[src/rtl/blk_guard_pkg.sv]
package blk_guard_pkg;
  typedef enum logic [1:0] {
    STB_NONE   = 2'd0,
    STB_PROT   = 2'd1,
    STB_UNPROT = 2'd2
  } stb_kind_e;

  localparam logic [7:0] ST_PROT = 8'h01;
  localparam logic [7:0] ST_OPEN = 8'h00;
endpackage

[src/rtl/blk_guard_bits.sv]
module blk_guard_bits #(
  parameter int BLK_AW = 7,
  parameter logic [(1<<BLK_AW)-1:0] RESET_BITS = '0
) (
  input  logic                     clk,
  input  logic                     rst_n,
  input  logic                     set_en,
  input  logic [BLK_AW-1:0]        set_blk,
  input  logic                     clr_all,
  output logic [(1<<BLK_AW)-1:0]   bits
);
  localparam int NUM_BLK = 1 << BLK_AW;

  always_ff @(posedge clk) begin
    if (!rst_n) begin
      bits <= RESET_BITS;
    end else if (clr_all) begin
      bits <= '0;
    end else if (set_en) begin
      bits[set_blk] <= 1'b1;
    end
  end

  AST_PROT_SINGLE: assert property (@(posedge clk) disable iff (!rst_n)
    $past(set_en) && !$past(clr_all) |->
      bits == ($past(bits) | (NUM_BLK'(1) << $past(set_blk)))) else $error("AST_PROT_SINGLE");
endmodule

[src/rtl/blk_guard_timer.sv]
module blk_guard_timer #(
  parameter int DELAY_CYC = 10
) (
  input  logic clk,
  input  logic rst_n,
  input  logic start,
  output logic busy,
  output logic done
);
  localparam int CW = $clog2(DELAY_CYC + 1);
  logic [CW-1:0] cnt;

  always_ff @(posedge clk) begin
    if (!rst_n) begin
      busy <= 1'b0;
      cnt  <= '0;
    end else if (start && !busy) begin
      busy <= 1'b1;
      cnt  <= CW'(DELAY_CYC - 1);
    end else if (busy) begin
      if (cnt == '0) busy <= 1'b0;
      else           cnt  <= cnt - 1'b1;
    end
  end

  assign done = busy && (cnt == '0);

  AST_NO_RESTART: assert property (@(posedge clk) disable iff (!rst_n)
    busy && $past(busy) && (cnt != '0) |-> cnt == $past(cnt) - 1'b1) else $error("AST_NO_RESTART");
endmodule

[src/rtl/blk_guard_gate.sv]
module blk_guard_gate #(
  parameter int BLK_AW = 7
) (
  input  logic                   clk,
  input  logic                   rst_n,
  input  logic [(1<<BLK_AW)-1:0] bits,
  input  logic                   busy,
  input  logic                   temp_unlock,
  input  logic                   req_valid,
  output logic                   req_ready,
  input  logic                   req_erase,
  input  logic [BLK_AW-1:0]      req_blk,
  output logic                   fwd_valid,
  input  logic                   fwd_ready,
  output logic                   fwd_erase,
  output logic [BLK_AW-1:0]      fwd_blk
);
  logic blocked;

  assign blocked   = bits[req_blk] && !temp_unlock;
  assign fwd_valid = req_valid && !busy && !blocked;
  assign req_ready = !busy && (blocked || fwd_ready);
  assign fwd_erase = req_erase;
  assign fwd_blk   = req_blk;

  AST_BUSY_STALL: assert property (@(posedge clk) disable iff (!rst_n)
    busy |-> !req_ready && !fwd_valid) else $error("AST_BUSY_STALL");
  AST_DROP_ONLY_LOCKED: assert property (@(posedge clk) disable iff (!rst_n)
    req_valid && req_ready && !fwd_valid |-> bits[req_blk] && !temp_unlock) else $error("AST_DROP_ONLY_LOCKED");
endmodule

[src/rtl/blk_guard_status.sv]
module blk_guard_status #(
  parameter int BLK_AW = 7
) (
  input  logic                   clk,
  input  logic                   rst_n,
  input  logic [(1<<BLK_AW)-1:0] bits,
  input  logic                   vfy_valid,
  output logic                   vfy_ready,
  input  logic [BLK_AW-1:0]      vfy_blk,
  output logic                   stat_valid,
  input  logic                   stat_ready,
  output logic [7:0]             stat_data
);
  import blk_guard_pkg::*;

  assign vfy_ready = !stat_valid || stat_ready;

  always_ff @(posedge clk) begin
    if (!rst_n) begin
      stat_valid <= 1'b0;
      stat_data  <= ST_OPEN;
    end else if (vfy_valid && vfy_ready) begin
      stat_valid <= 1'b1;
      stat_data  <= bits[vfy_blk] ? ST_PROT : ST_OPEN;
    end else if (stat_ready) begin
      stat_valid <= 1'b0;
    end
  end

  AST_STAT_HOLD: assert property (@(posedge clk) disable iff (!rst_n)
    stat_valid && !stat_ready |=> stat_valid && $stable(stat_data)) else $error("AST_STAT_HOLD");
endmodule

[src/rtl/blk_guard_ctrl.sv]
module blk_guard_ctrl #(
  parameter int BLK_AW   = 7,
  parameter int CLK_KHZ  = 250000,
  parameter int DELAY_MS = 10,
  parameter logic [(1<<BLK_AW)-1:0] RESET_BITS = '0
) (
  input  logic              clk,
  input  logic              rst_n,
  input  logic              mode_prot,
  input  logic              mode_unprot,
  input  logic              temp_unlock,
  input  logic              wr_n,
  input  logic [BLK_AW-1:0] blk_addr,
  output logic              busy,
  input  logic              req_valid,
  output logic              req_ready,
  input  logic              req_erase,
  input  logic [BLK_AW-1:0] req_blk,
  output logic              fwd_valid,
  input  logic              fwd_ready,
  output logic              fwd_erase,
  output logic [BLK_AW-1:0] fwd_blk,
  input  logic              vfy_valid,
  output logic              vfy_ready,
  input  logic [BLK_AW-1:0] vfy_blk,
  output logic              stat_valid,
  input  logic              stat_ready,
  output logic [7:0]        stat_data
);
  import blk_guard_pkg::*;

  localparam int NUM_BLK   = 1 << BLK_AW;
  localparam int DELAY_CYC = CLK_KHZ * DELAY_MS;

  logic               wr_q;
  logic               wr_fall;
  stb_kind_e          stb_kind;
  logic [NUM_BLK-1:0] bits;
  logic               clr_all;
  logic               unprot_go;

  always_ff @(posedge clk) begin
    if (!rst_n) wr_q <= 1'b1;
    else        wr_q <= wr_n;
  end

  assign wr_fall = wr_q && !wr_n;

  always_comb begin
    stb_kind = STB_NONE;
    if (wr_fall && !busy) begin
      if (mode_prot && !mode_unprot)      stb_kind = STB_PROT;
      else if (mode_unprot && !mode_prot) stb_kind = STB_UNPROT;
    end
  end

  assign unprot_go = (stb_kind == STB_UNPROT) && (&bits);

  blk_guard_bits #(.BLK_AW(BLK_AW), .RESET_BITS(RESET_BITS)) u_bits (
    .clk(clk), .rst_n(rst_n),
    .set_en(stb_kind == STB_PROT), .set_blk(blk_addr),
    .clr_all(clr_all), .bits(bits)
  );

  blk_guard_timer #(.DELAY_CYC(DELAY_CYC)) u_timer (
    .clk(clk), .rst_n(rst_n), .start(unprot_go),
    .busy(busy), .done(clr_all)
  );

  blk_guard_gate #(.BLK_AW(BLK_AW)) u_gate (
    .clk(clk), .rst_n(rst_n), .bits(bits), .busy(busy),
    .temp_unlock(temp_unlock),
    .req_valid(req_valid), .req_ready(req_ready),
    .req_erase(req_erase), .req_blk(req_blk),
    .fwd_valid(fwd_valid), .fwd_ready(fwd_ready),
    .fwd_erase(fwd_erase), .fwd_blk(fwd_blk)
  );

  blk_guard_status #(.BLK_AW(BLK_AW)) u_status (
    .clk(clk), .rst_n(rst_n), .bits(bits),
    .vfy_valid(vfy_valid), .vfy_ready(vfy_ready), .vfy_blk(vfy_blk),
    .stat_valid(stat_valid), .stat_ready(stat_ready), .stat_data(stat_data)
  );

  AST_UNPROT_NEEDS_ALL: assert property (@(posedge clk) disable iff (!rst_n)
    $rose(busy) |-> $past(&bits)) else $error("AST_UNPROT_NEEDS_ALL");
  AST_CLEAR_AT_END: assert property (@(posedge clk) disable iff (!rst_n)
    $fell(busy) |-> bits == '0) else $error("AST_CLEAR_AT_END");
  AST_BOTH_MODES_IDLE: assert property (@(posedge clk) disable iff (!rst_n)
    wr_fall && mode_prot && mode_unprot |=> $stable(bits) && !$rose(busy)) else $error("AST_BOTH_MODES_IDLE");
endmodule

[config.mk]
export PLATFORM = sky130hd
export DESIGN_NAME = blk_guard_ctrl
export DESIGN_NICKNAME = d
export VERILOG_FILES = /design/src/rtl/blk_guard_pkg.sv /design/src/rtl/blk_guard_bits.sv /design/src/rtl/blk_guard_timer.sv /design/src/rtl/blk_guard_gate.sv /design/src/rtl/blk_guard_status.sv /design/src/rtl/blk_guard_ctrl.sv
export SDC_FILE = /design/constraint.sdc
export NUM_CORES = 1
export LEC_CHECK = 0
export ABC_AREA = 1
export CAP_MARGIN = 5
export CORE_UTILIZATION = 40
export DETAILED_ROUTE_END_ITERATION = 10
export PLACE_DENSITY = 0.61
export SLEW_MARGIN = 20
export SYNTH_ARGS = -nofsm -noshare
export SYNTH_HDL_FRONTEND = slang
export SYNTH_SLANG_ARGS = --single-unit
[constraint.sdc]
create_clock -name clk -period 1.8 [get_ports clk]
set_input_delay 0.27 -clock clk [delete_from_list [all_inputs] [get_ports clk]]
set_output_delay 0.27 -clock clk [all_outputs]
set_load 0.02 [all_outputs]
==> results.json, run 1 <==
{
  "critPathLaunchType": "register",
  "die-area_um2": 22900,
  "clk_path_buf_depth": 2,
  "post-route-util_pct": 57.6,
  "die_w_um": 151,
  "crit_path_cell_trace": "nand2_1 -> nand3_1 -> nand3_1 -> nand3_1 -> nand2_1 -> nand2_1 -> nand3_1 -> nand3_1 -> nand3_2 -> a21oi_2 -> buf_6",
  "vdd_drop_max_mv": 0.538,
  "wl_per_cell_um": 19.2,
  "syn_area_per_cell_um2": 6.48,
  "rsz0062_at_grt": "yes",
  "finalWeightedCongestion": 0.923,
  "grt_start_max_net_pins": 51,
  "worst_slew_pin_slew_ps": 695,
  "antenna_found_initial": 0,
  "failed_checks": "negative setup slack",
  "synthArstFlopShare_pct": 0,
  "p_comb_share_pct": 12.8,
  "drtIter0Drc": 1407,
  "grt_pass1_wl_mm": 51.7,
  "diodes": 0,
  "internal_power_mw": 6.26,
  "totalWireLength_mm": 36.1,
  "post-route-min-period_ps": 2140,
  "cpMaxStageDelayCell": "dfxtp_1",
  "worstSetupPathType": "register to output pin",
  "status": "finished with violations",
  "clk_latency_ps": 430,
  "timing.fmax_mhz": 467,
  "hpwl_mm": 22.8,
  "netSwitchingPower_mw": 2.20,
  "layout.nets": 1616,
  "cp_slowest_stage_delay_ps": 370,
  "crit_required_ps": 1530,
  "finalHoldViolCount": 0,
  "via_per_inst": 5.74,
  "ios": 53,
  "ys_top_cells_by_area": "dfxtp_1, nand2_1, nand3_1",
  "die_y_um": 151,
  "stdcell_count": 1876,
  "synth_warnings": 0,
  "drive_above_1_share_pct": 25.6,
  "min_path_cells": 3,
  "netlist_area_um2": 8900,
  "synth-seq-area-share_pct": 34.6,
  "yosysTopAreaCellShare_pct": 34.6,
  "dp.cells": 1813,
  "p_clk_share_pct": 46.8,
  "portBuffers": 43,
  "maxCapViolations": 0,
  "htree_levels": 4,
  "p_sw_share_pct": 26.1,
  "start_util_pct": 40.8,
  "post-route-period-util_pct": 119,
  "end_kind": "output pin",
  "rows": 54,
  "power_leakage_nw": 5.20,
  "synth-seq-cells": 154,
  "synth_common_cells": "nand2_1, nand3_1, nor2_1",
  "netlist_instances": 1374,
  "cp_common_cell": "nand3_1",
  "cts-buffers-inserted": 17,
  "pwr-share-seq_pct": 40.4,
  "drv_slew": 0,
  "cp_max_fo": 2,
  "clock-root-buffer": "clkbuf_16",
  "setup_viol_count_final": 65,
  "critPathArrivalTime_ps": 1870,
  "cts_tree": "yes",
  "r2r_cells": 8,
  "synth-main-ff-cell": "dfxtp_1",
  "skew_ps": 9.75,
  "clock-sinks": 154,
  "yosysMostFrequentCell": "nand2_1",
  "drc": 0,
  "track_usage_pct": 29.9,
  "finalPower_mw": 8.46,
  "postCtsHoldBufs": 0,
  "synth_edf_count": 0,
  "grt_overflow": 0,
  "p_per_area_nw_per_um2": 673,
  "ant_nets": 0,
  "grt_pass1_vias": 9293,
  "core-area_um2": 21800,
  "setup_ws_ps": -343,
  "vias": 10800,
  "synth_top_area_cell": "dfxtp_1",
  "syn2layout_area_growth_pct": 41.1,
  "netlist-cell-type-count": 40,
  "firstDrtPassIters": 5,
  "path_clk_slew_ps": 70,
  "slew_headroom_pct": 53.5,
  "hp-class": "input pin to register"
}
## metrics by stage
step	instance area [um^2]	setup slack (ps)	hold slack, ps	setup TNS, ps
after floorplan	8930	13.3	378	0
final	12600	-343	403	-4540
after global routing	12600	-429	434	-9790
after global placement	10900	-1140	478	-17490
after detailed placement	10900	-1150	477	-20290
after CTS	11800	-326	401	-859
## worst max-delay path, delay by kind of cell (launching register included)
kind,cells,cell delay (ps)
flip-flops,1,370
buffers and inverters,1,130
AO/OA/AOI/OAI,1,160
AND/OR/NAND/NOR,9,790
## cells in the final DEF (no fill, tap or decap), types with 5 or more instances in the layout
cell type,instances
xor2_1,6
nor4_1,8
buf_6,15
inv_1,44
nor3_1,6
o21ai_0,6
clkdlybuf4s50_1,32
dfxtp_1,111
nand4_1,62
buf_8,5
dfxtp_2,43
conb_1,7
nand2_4,6
nor2_1,168
nand2_1,332
clkbuf_16,28
a21oi_1,144
nor2_2,19
inv_2,8
nand3_2,9
nor2_4,20
a21oi_2,6
buf_12,26
nand3_1,242
nand2_2,6
dlygate4sd2_1,5
buf_4,171
## final cells by class
class,instances,area [um^2]
fill,2035,9260
clock buffer,19,453
multi-input combinational,1083,5400
clock inverter,13,190
inverter,54,210
timing repair buffer,273,2830
tap,280,350
sequential,154,3140
## cells by family (layout without fill, tap and decap cells)
family / Yosys count / after routing / synth area share (%)
and+or+nand+nor: 905 / 905 / 46.6
AOI/OAI and AO/OA: 164 / 164 / 9.35
DFF: 154 / 154 / 34.6
buffers and inverters: 143 / 359 / 8.64
xor gates and xnor gates: 6 / 6 / 0.590
adders and majority gates: 1 / 1 / 0.141
other: 1 / 7 / 0.0421
## flip-flops by register name (all words and copies together) (netlist names)
signal               cells
u_status.stat_valid      1
u_status.stat_data       1
wr_q                     1
u_timer.cnt             22
u_bits.bits            128
u_timer.busy             1
## layer usage
layer	track usage [%]	wire [um]	up-vias
met5	0	0	-
met4	11.0	1720	0
met3	5.90	3580	129
met2	47.4	16200	646
met1	40.1	14600	4951
li1	-	-	5046
## path summary, 6_finish.rpt
path	end	slack (ps)	from
setup / recovery	req_ready	-340	u_bits.bits[109]$_SDFFE_PP0N_
hold / removal	wr_q$_SDFF_PN1_	400	wr_n
setup reg to reg	u_timer.cnt[10]$_SDFFE_PN0P_	-150	u_bits.bits[30]$_SDFFE_PP0N_
hold reg to reg	u_timer.cnt[19]$_SDFFE_PP0P_	490	u_timer.cnt[19]$_SDFFE_PP0P_
## power by group through the flow
stage	Clock (mW)	Sequential (mW)	Combinational [mW]
2_1_floorplan	0	3.50	0.520
3_3_place_gp	0	3.50	0.868
3_5_place_dp	0	3.50	0.875
4_1_cts	4.00	3.42	0.892
5_1_grt	4.17	3.42	1.13
6_report	3.96	3.42	1.08
## what timing repair did
item | CTS | global route
resized for setup | 67 | 109
pin swaps | 9 | 48
endpoints found under the setup margin | 31 | 155
gates cloned | 2 | 19
setup buffers | 1 | 9
(Power assumes the default switching activity.)
==> inputs of run 2 (changes only) <==
Settings changed: CELL_PAD_IN_SITES_DETAIL_PLACEMENT from default to 2, CELL_PAD_IN_SITES_GLOBAL_PLACEMENT from default to 2, CORE_UTILIZATION 40 to 30, PLACE_DENSITY 0.61 to 0.77.
==> results.json, run 2 (same netlist as run 1, synthesis figures left out) <==
{
  "rows": 62,
  "vdd_drop_max_mv": 0.809,
  "worstSetupPathType": "register to output pin",
  "rsz0062_at_grt": "yes",
  "via_per_inst": 6.83,
  "die-area_um2": 30400,
  "totalWireLength_mm": 82.3,
  "netSwitchingPower_mw": 3.01,
  "grt_overflow": 0,
  "fill_cells": 3054,
  "layout_common_cells": "nand2_1, buf_4, nand3_1, a21oi_1, nor2_4",
  "pwr-share-seq_pct": 34.9,
  "fin_hold_ws_ps": 489,
  "die_w_um": 174,
  "wl_per_cell_um": 39.9,
  "p_per_area_nw_per_um2": 641,
  "placed_area_um2": 11500,
  "slew_headroom_pct": 52.8,
  "worst_slew_pin_slew_ps": 707,
  "critPathLaunchType": "register",
  "die_y_um": 174,
  "clk_path_buf_depth": 2,
  "finalHoldViolCount": 0,
  "status": "finished with violations",
  "path_clk_slew_ps": 80,
  "vias": 14100,
  "grt_pass1_vias": 14500,
  "internal_power_mw": 6.73,
  "p_sw_share_pct": 30.9,
  "post-route-period-util_pct": 147,
  "regMostFlops": "u_bits.bits",
  "drc": 0,
  "drtIter0Drc": 1951,
  "cts_tree": "yes",
  "power_leakage_nw": 6.06,
  "ant_nets": 0,
  "drv_slew": 0,
  "grt_pass1_wl_mm": 104,
  "post-route-min-period_ps": 2640,
  "crit_required_ps": 1530,
  "setup_viol_count_final": 154,
  "cts-buffers-inserted": 17,
  "timing.fmax_mhz": 379,
  "firstDrtPassIters": 6,
  "finalWeightedCongestion": 0.880,
  "hp-class": "input pin to register",
  "clk_latency_ps": 500,
  "setup_ws_ps": -841,
  "layout.nets": 1699,
  "tns_ps": -33740,
  "htree_levels": 4,
  "critPathArrivalTime_ps": 2370,
  "core-area_um2": 28900,
  "syn2layout_area_growth_pct": 70.8,
  "p_comb_share_pct": 16.7,
  "clock-root-buffer": "clkbuf_16",
  "fin_area_um2": 15200,
  "cp_max_fo": 2,
  "end_kind": "output pin",
  "final_common_cell": "nand2_1",
  "drive_above_1_share_pct": 48.7,
  "ios": 53,
  "failed_checks": "negative setup slack",
  "pre_cts_slack_ps": -1320,
  "portBuffers": 43,
  "skew_ps": 24.5,
  "maxCapViolations": 0,
  "p_clk_share_pct": 48.4,
  "grt_start_max_net_pins": 43,
  "largest_reg_flops": 128,
  "track_usage_pct": 46.9,
  "dp.cells": 1963,
  "antenna_found_initial": 6,
  "stdcell_count": 2062,
  "largestRegisters": "u_bits.bits (128), u_timer.cnt (22)",
  "hpwl_mm": 34.0,
  "start_util_pct": 30.8,
  "clock-sinks": 154
}
-- run 2: path summary, 6_finish.rpt --
kind | start | to | slack, ps | depth (start not counted)
worst max-delay path | u_bits.bits[121]$_SDFFE_PP0N_ | req_ready | -840 | 11
worst min-delay path | vfy_valid | u_status.stat_valid$_SDFFE_PN0P_ | 490 | 3
worst max register to register | u_bits.bits[31]$_SDFFE_PP0N_ | u_timer.cnt[17]$_SDFFE_PN0P_ | -660 | 10
worst min register to register | u_timer.cnt[19]$_SDFFE_PP0P_ | u_timer.cnt[19]$_SDFFE_PP0P_ | 600 | 2
-- run 2: critical path, stage by stage, from the launching register on --
cell,delay [ps]
dfxtp_2,370
nand2_1,250
nand3_1,210
nand3_1,110
nand3_1,90
nand2_1,60
nand2_2,90
nand3_4,100
nand3_4,110
nand3_4,150
a21oi_2,180
buf_6,140
-- run 2: final cells by class --
| class | instances | area [um^2] | share of cell area, % |
|---|---|---|---|
| Multi-Input combinational cell | 1083 | 6800 | 44.7 |
| Timing Repair Buffer | 356 | 3750 | 24.7 |
| Sequential cell | 154 | 3270 | 21.5 |
| Tap cell | 384 | 480 | 3.16 |
| Clock buffer | 19 | 443 | 2.91 |
| Clock inverter | 11 | 244 | 1.60 |
| Inverter | 54 | 219 | 1.44 |
| Antenna cell | 1 | 2.50 | 0.0165 |
-- run 2: metrics by stage --
| stage | utilization (%) | power [mW] |
|---|---|---|
| floorplan | - | 4.02 |
| global placement | 39.8 | 4.45 |
| detailed placement | 39.8 | 4.49 |
| CTS | 49.0 | 9.27 |
| global route | 52.5 | 9.75 |
| finish | 52.5 | 9.74 |
-- run 2: power by group through the flow --
stage	combinational [mW]	clock, mW	sequential [mW]
global route	1.61	4.75	3.40
floorplan	0.520	0	3.50
detailed placement	0.996	0	3.50
CTS	1.36	4.49	3.41
finish	1.63	4.71	3.40
global placement	0.958	0	3.50
-- run 2: repair_timing --
item / in CTS / in global routing
resized for setup: 385 / 303
gates cloned: 17 / 4
setup buffers: 42 / 25
pin swaps: 126 / 77
hold buffers: 0 / 0
setup endpoints to repair: 146 / 155
-- run 2: layer usage --
| layer | GRT usage, % | part of all wire (%) | vias to the layer above |
|---|---|---|---|
| li1 | - | - | 5192 |
| met1 | 54.1 | 35 | 6926 |
| met2 | 75.1 | 43 | 1346 |
| met3 | 12.1 | 11 | 623 |
| met4 | 34.3 | 9.8 | 2 |
| met5 | 0 | 0.021 | - |
==> inputs of run 3 (changes only) <==
Settings changed: CORE_MARGIN from default to 8, CORE_UTILIZATION 30 to 32, DONT_BUFFER_PORTS from default to 1.
==> results.json, run 3 (same netlist as run 1, synthesis figures left out) <==
{
  "vias": 11900,
  "htree_levels": 4,
  "drv_slew": 0,
  "pre_cts_slack_ps": -264,
  "failed_checks": "negative setup slack",
  "firstDrtPassIters": 5,
  "setup_viol_count_final": 154,
  "worstSetupPathType": "register to output pin",
  "min_path_cells": 3,
  "slew_headroom_pct": 50.8,
  "hp-class": "input pin to register",
  "finalPower_mw": 8.75,
  "status": "finished with violations",
  "clock-sinks": 154,
  "rsz0062_at_grt": "yes",
  "layout.nets": 1544,
  "critPathArrivalTime_ps": 2110,
  "die_w_um": 183,
  "finalHoldViolCount": 0,
  "end_kind": "output pin",
  "largest_reg_flops": 128,
  "timing.fmax_mhz": 421,
  "tns_ps": -45800,
  "post-route-period-util_pct": 132,
  "placed_area_um2": 10200,
  "clk_path_buf_depth": 2,
  "dp.cells": 1812,
  "skew_ps": 23.1,
  "cts-buffers-inserted": 17,
  "hpwl_mm": 28.7,
  "layout_common_cells": "nand2_1, nand3_1, buf_4, a21oi_1, nor2_1",
  "portBuffers": 0,
  "rows": 61,
  "p_per_area_nw_per_um2": 674,
  "die_y_um": 183,
  "grt_pass1_wl_mm": 72.1,
  "antenna_found_initial": 0,
  "ios": 53,
  "wl_per_cell_um": 31.9,
  "fill_cells": 3083,
  "fin_hold_ws_ps": 86.1,
  "cp_max_fo": 5,
  "die-area_um2": 33400,
  "largestRegisters": "u_bits.bits (128), u_timer.cnt (22)",
  "post-route-util_pct": 47.0,
  "start_util_pct": 32.2,
  "fin_area_um2": 13000,
  "track_usage_pct": 28.1,
  "ant_nets": 0,
  "finalWeightedCongestion": 0.861,
  "grt_start_max_net_pins": 70,
  "syn2layout_area_growth_pct": 45.9,
  "drive_above_1_share_pct": 37.8,
  "r2r_cells": 9,
  "post-route-min-period_ps": 2380,
  "crit_required_ps": 1530,
  "critPathLaunchType": "register",
  "stdcell_count": 1902,
  "diodes": 0,
  "drtIter0Drc": 1136,
  "power_leakage_nw": 4.96,
  "via_per_inst": 6.26,
  "setup_ws_ps": -577,
  "path_clk_slew_ps": 70,
  "cts_tree": "yes",
  "final_common_cell": "nand2_1",
  "grt_overflow": 0,
  "grt_pass1_vias": 11900,
  "vdd_drop_max_mv": 0.517,
  "core-area_um2": 27600,
  "worst_slew_pin_slew_ps": 736,
  "totalWireLength_mm": 60.7,
  "regMostFlops": "u_bits.bits",
  "drc": 0,
  "clock-root-buffer": "clkbuf_16",
  "clk_latency_ps": 500,
  "maxCapViolations": 0
}
==> run 3: cell count changes in the layout (fill, tap and decap cells not counted), sizes merged, moves of 2 or more <==
cell           delta
buf             -130
clkdlybuf4s50    -29
clkbuf            +9
dlygate4sd2       -7
dlygate4sd3       +4
inv               +3
bufinv            -2
clkinv            +2
dlymetal6s2s      -2
==> run 3: area by class of cell <==
class	count	area (um^2)	area share (%)
Sequential cell	154	3360	25.9
Tap cell	378	473	3.64
Clock inverter	13	215	1.66
Multi-Input combinational cell	1084	6150	47.3
Inverter	54	208	1.60
Clock buffer	19	453	3.49
Timing Repair Buffer	200	2130	16.4
==> run 3: final timing paths <==
path                                 start                             to  slack, ps
max           u_bits.bits[12]$_SDFFE_PP0N_                      req_ready       -580
min                            blk_addr[0]   u_bits.bits[62]$_SDFFE_PP0N_         90
max reg2reg   u_timer.cnt[17]$_SDFFE_PN0P_  u_bits.bits[127]$_SDFFE_PP0N_       -370
min reg2reg  u_bits.bits[122]$_SDFFE_PP0N_  u_bits.bits[122]$_SDFFE_PP0N_        510
==> run 3: power breakdown <==
part,internal (mW),leakage [nW],switching [mW]
registers,3.34,1.32,0.0120
logic,0.351,3.32,0.627
clock network,2.55,0.324,1.87
total,6.24,4.96,2.51
==> run 3: what timing repair did <==
action,4_1_cts,5_1_grt
setup endpoints to repair,119,152
gates cloned,1,17
endpoints found under the hold margin,9,10
hold buffers,3,1
setup buffers,4,32
pin swaps,16,101
gates resized for setup,88,378
==> run 3: per-layer routing <==
layer	track usage (%)	vias up	share of wire, %
li1	-	4899	-
met1	33.3	6067	39
met2	47.5	659	47
met3	6.39	289	7.9
met4	13.6	0	6.4
met5	0	-	0
==> run 3: worst max-delay path, stage by stage (launching register included) <==
cell and delay [ps]:
dfxtp_4 390, nand2_2 90, nand3_2 120, nand3_2 100
nand3_2 90, nand2_1 100, nand2_1 80, nand3_1 80
nand3b_1 160, nand3_4 120, a21oi_2 160, buf_6 130
